**src/rtl/gf256_tower_inverter.sv**
```systemverilog
module gf256_tower_inverter (
  input  logic [7:0] din,
  output logic [7:0] dout
);
  localparam logic [3:0] LAMBDA   = 4'b1001;
  localparam logic [7:0] GEN_BYTE = 8'hFF;
  localparam logic [7:0] BETA     = 8'h10;

  function automatic logic [3:0] gf4_mul(input logic [3:0] a, input logic [3:0] b);
    logic [3:0] acc, sh;
    acc = '0;
    sh  = a;
    for (int i = 0; i < 4; i++) begin
      if (b[i]) acc = acc ^ sh;
      sh = {sh[2:0], 1'b0} ^ (sh[3] ? 4'h3 : 4'h0);
    end
    return acc;
  endfunction

  function automatic logic [7:0] gf8_mul(input logic [7:0] a, input logic [7:0] b);
    logic [7:0] acc, sh;
    acc = '0;
    sh  = a;
    for (int i = 0; i < 8; i++) begin
      if (b[i]) acc = acc ^ sh;
      sh = {sh[6:0], 1'b0} ^ (sh[7] ? 8'h1B : 8'h00);
    end
    return acc;
  endfunction

  function automatic logic [7:0] tower_mul(input logic [7:0] a, input logic [7:0] b);
    logic [3:0] hh;
    hh = gf4_mul(a[7:4], b[7:4]);
    return {hh ^ gf4_mul(a[7:4], b[3:0]) ^ gf4_mul(a[3:0], b[7:4]),
            gf4_mul(a[3:0], b[3:0]) ^ gf4_mul(LAMBDA, hh)};
  endfunction

  function automatic logic [3:0] gf4_inv(input logic [3:0] v);
    case (v)
      4'h1: return 4'h1;
      4'h2: return 4'h9;
      4'h3: return 4'hE;
      4'h4: return 4'hD;
      4'h5: return 4'hB;
      4'h6: return 4'h7;
      4'h7: return 4'h6;
      4'h8: return 4'hF;
      4'h9: return 4'h2;
      4'hA: return 4'hC;
      4'hB: return 4'h5;
      4'hC: return 4'hA;
      4'hD: return 4'h4;
      4'hE: return 4'h3;
      4'hF: return 4'h8;
      default: return 4'h0;
    endcase
  endfunction

  function automatic logic [63:0] build_cols(input logic to_tower);
    logic [7:0]  p, q;
    logic [63:0] cols;
    cols = '0;
    p = 8'h01;
    q = 8'h01;
    for (int k = 0; k < 255; k++) begin
      for (int j = 0; j < 8; j++) begin
        if (to_tower && p == (8'h01 << j)) cols[8*j +: 8] = q;
        if (!to_tower && q == (8'h01 << j)) cols[8*j +: 8] = p;
      end
      p = gf8_mul(p, GEN_BYTE);
      q = tower_mul(q, BETA);
    end
    return cols;
  endfunction

  function automatic logic [7:0] apply_cols(input logic [63:0] cols, input logic [7:0] v);
    logic [7:0] acc;
    acc = '0;
    for (int j = 0; j < 8; j++)
      if (v[j]) acc = acc ^ cols[8*j +: 8];
    return acc;
  endfunction

  localparam logic [63:0] FWD_COLS  = build_cols(1'b1);
  localparam logic [63:0] BACK_COLS = build_cols(1'b0);

  logic [7:0] t_in, t_out;
  logic [3:0] hi, lo, sum, delta, delta_inv;

  assign t_in      = apply_cols(FWD_COLS, din);
  assign hi        = t_in[7:4];
  assign lo        = t_in[3:0];
  assign sum       = hi ^ lo;
  assign delta     = gf4_mul(lo, sum) ^ gf4_mul(LAMBDA, gf4_mul(hi, hi));
  assign delta_inv = gf4_inv(delta);
  assign t_out     = {gf4_mul(hi, delta_inv), gf4_mul(sum, delta_inv)};
  assign dout      = apply_cols(BACK_COLS, t_out);

  always_comb begin

    zero_map_chk: assert (din != 8'h00 || dout == 8'h00);

    byte_product_chk: assert (din == 8'h00 || gf8_mul(din, dout) == 8'h01);

    tower_product_chk: assert (din == 8'h00 || tower_mul(t_in, t_out) == 8'h01);

    delta_nonzero_chk: assert (din == 8'h00 || delta != 4'h0);

    nonzero_out_chk: assert (din == 8'h00 || dout != 8'h00);
  end
endmodule

```
**config.mk**
```make
export PLATFORM = sky130hd
export DESIGN_NAME = gf256_tower_inverter
export DESIGN_NICKNAME = d
export VERILOG_FILES = /design/src/rtl/gf256_tower_inverter.sv
export SDC_FILE = /design/constraint.sdc
export NUM_CORES = 1
export LEC_CHECK = 0
export ABC_CLOCK_PERIOD_IN_PS = 6500
export CORE_MARGIN = 2
export CORE_UTILIZATION = 41
export DETAILED_ROUTE_END_ITERATION = 8
export SYNTH_ARGS = -nofsm -noshare
export SYNTH_HDL_FRONTEND = slang
export SYNTH_SLANG_ARGS = --single-unit
export TNS_END_PERCENT = 20
```
**constraint.sdc**
```tcl
create_clock -name vclk -period 6.5
set_clock_uncertainty 0.05 [all_clocks]
set_input_delay 0.975 -clock vclk [all_inputs]
set_output_delay 0.975 -clock vclk [all_outputs]
set_load 0.02 [all_outputs]
```
==> results.md <==
- WHS: ~3 ns
- Ports: 16
- Sequential share of the synthesized area: 0
- Leading area contributor after synthesis: xnor2_1
- Multi-input gate area: between 2000 and 2500 um2
- Hold_buf cts: 0
- GRT Overall Usage: 0.188
- Final Hold Viols: 0
- # DRC: 0
- Fillers: between 400 and 500
- Core Rows: 25
- Worst-Margin Slew: roughly 0.66 ns
- Wire per inst: 13.7 um
- Global-route wire length before repair: 8400 um
- Crit path max-delay family: XOR/XNOR gates
- Post-Syn Nets: about 270
- Worst slew margin: 0.556
- Worst Path Buf+Inv: 9
- Antenna Nets Post-Route: 0
- RSZ-0062 raised after global routing: yes
- CP endpoint kind: primary output
- Required time of the critical path: between 5 and 6 ns
- Max Fanout on Critical Path: 3
- Most common cell in the netlist: xnor2_1
- Setup CP Type: in -> out
- Max-cap violations: 0
- Period minus WS final: 6.36 ns
- Yosys warns: 0
- Hold path startpoint: din[6]
- Syn avg cell area: slightly below 8 um2
- Fin crit share: 0.979
- Synth Instances: about 260
- Routed wire length: about 5500 um
- Synth Cell Area: around 2000 um2
- Share of cells above drive strength 1: 0.525
- RePlAce Congestion: 0.812
- Uppermost layer routed: met4
- Met3 Routed Length: around 120 um
- Die ar.: around 5500 um2
- Hold Path Depth: 9
- Distinct cells, synth: between 60 and 70
- Peak Freq: 157 MHz
- Vias/cell: 5.02
- Met2 WL: a little under 3000 um
- Fin nets: 357
- Area Overhead vs Synth: 54.8%
- HP Class: in -> out
- Startpoint types: primary input
- Synth top area share: 0.177
- Initial Utilization: 0.426
- Number of global-route vias before repair: 1872
- Vias: 2038
- FF+latch area: 0 um2
- Top post-synthesis cells by area: xnor2_1 18%, xnor2_2 8.0%, xor2_1 6.0%
- # port buffers: 16
- DIE WIDTH: about 74 um
- WP data arrival: 5.34 ns
- Core area: between 4000 and 5000 um2
- Detailed Place HPWL: between 3000 and 4000 um
- Iter 0 DRT Violations: 110
- M1 wire length: 2440 um
- Pin count of the biggest net entering global routing: 26
- Slowest-stage cell, CP: xnor3_2
- Max Slew Vio Count: 0
- CLK BUF: 0
- Final setup viols: 0
- DRT Pass-1 Iters: 6
- Seq cells: 0
- Setup TNS Final: 0 ns
- Status: complete, no violations
- Overflow after GRT: 0
- Final core occ: 0.660
- Initial antenna violation count: 0
- Worst path max stage delay: 0.40 ns
- Commonest cells post-synth: 41 x xnor2_1, 31 x nand2_1, 14 x a21oi_1, 14 x xor2_1
- Min-Delay Endpoint: dout[4]
- # diodes: 0
- Die span in y: 74.3 um
==> worst min-delay path, cell delays in order <==
cell and delay (ns):
buf_2 0.09, buf_4 0.19, nand2_1 0.09, a21oi_1 0.18
nor3b_2 0.08, xnor2_2 0.22, buf_4 0.11, xnor2_1 0.06
clkbuf_2 0.15
==> how the worst max path moves through the flow <==
| stage | end | depth (start not counted) | startpoint |
|---|---|---|---|
| global placement | dout[0] | 24 | din[2] |
| CTS | dout[0] | 23 | din[5] |
| finish | dout[6] | 27 | din[2] |
| detailed placement | dout[0] | 24 | din[2] |
| global route | dout[6] | 26 | din[2] |
| floorplan | dout[0] | 25 | din[2] |
==> logic make-up (layout without fill, tap and decap cells) <==
logic type                 Yosys count  in the layout  synth area share
AOI/OAI and AO/OA                   54             54             0.198
xor gates and xnor gates            74             74             0.410
adders and majority gates            8              8            0.0494
buffers and inverters               30            114            0.0790
muxes                               13             13            0.0673
and+or+nand+nor                     76             76             0.196
==> cell usage in the layout (no fill, tap or decap), types with 2 or more instances in the layout <==
cell	instances
o21ai_2	2
mux2_2	4
xor2_2	7
o21ai_0	7
o22ai_4	2
xnor2_1	30
o21ai_1	2
dlygate4sd2_1	2
a31oi_1	4
buf_6	12
inv_1	7
nand2_1	29
a311o_1	2
xnor3_2	5
nor2_1	7
mux2i_1	5
xor2_1	9
a21oi_1	11
nor2_2	3
nand3b_1	3
buf_4	81
ha_1	4
o22ai_1	2
mux2i_2	3
ha_4	3
o211ai_1	2
clkbuf_2	4
nand2_2	3
nand3_1	11
inv_2	3
xnor2_4	6
nor2b_1	2
nor3_1	2
a21oi_2	3
nor4_1	2
xnor2_2	15
or3_4	2
==> layout make-up <==
class              count  share of cell area
multi-input cells    225               0.696
repair buffers       103               0.262
inverters             11              0.0156
well taps             67              0.0267
==> stage by stage <==
step / instance area [um2] / instances / setup WS [ns]
3_5_place_dp: 2630 / 377 / -0.893
6_report: 3140 / 406 / 0.139
5_1_grt: 3140 / 406 / -0.123
3_3_place_gp: 2630 / 377 / -0.786
4_1_cts: 2830 / 393 / 0.00845
2_1_floorplan: 2080 / 255 / -0.0544
==> layer usage <==
layer	track usage	vias to the layer above
met4	0	0
li1	-	1040
met1	0.239	961
met2	0.378	34
met3	0	3
met5	0	-
==> what timing repair did <==
action                     CTS  global route
cloned                       0             1
setup endpoints to repair    8             8
setup buffers               16            12
pin swaps                   24            35
gates resized for setup     63            60
Power is left out: the tool's default activity adds up to more than one toggle a clock period on the data nets, which glitch-free logic cannot reach.
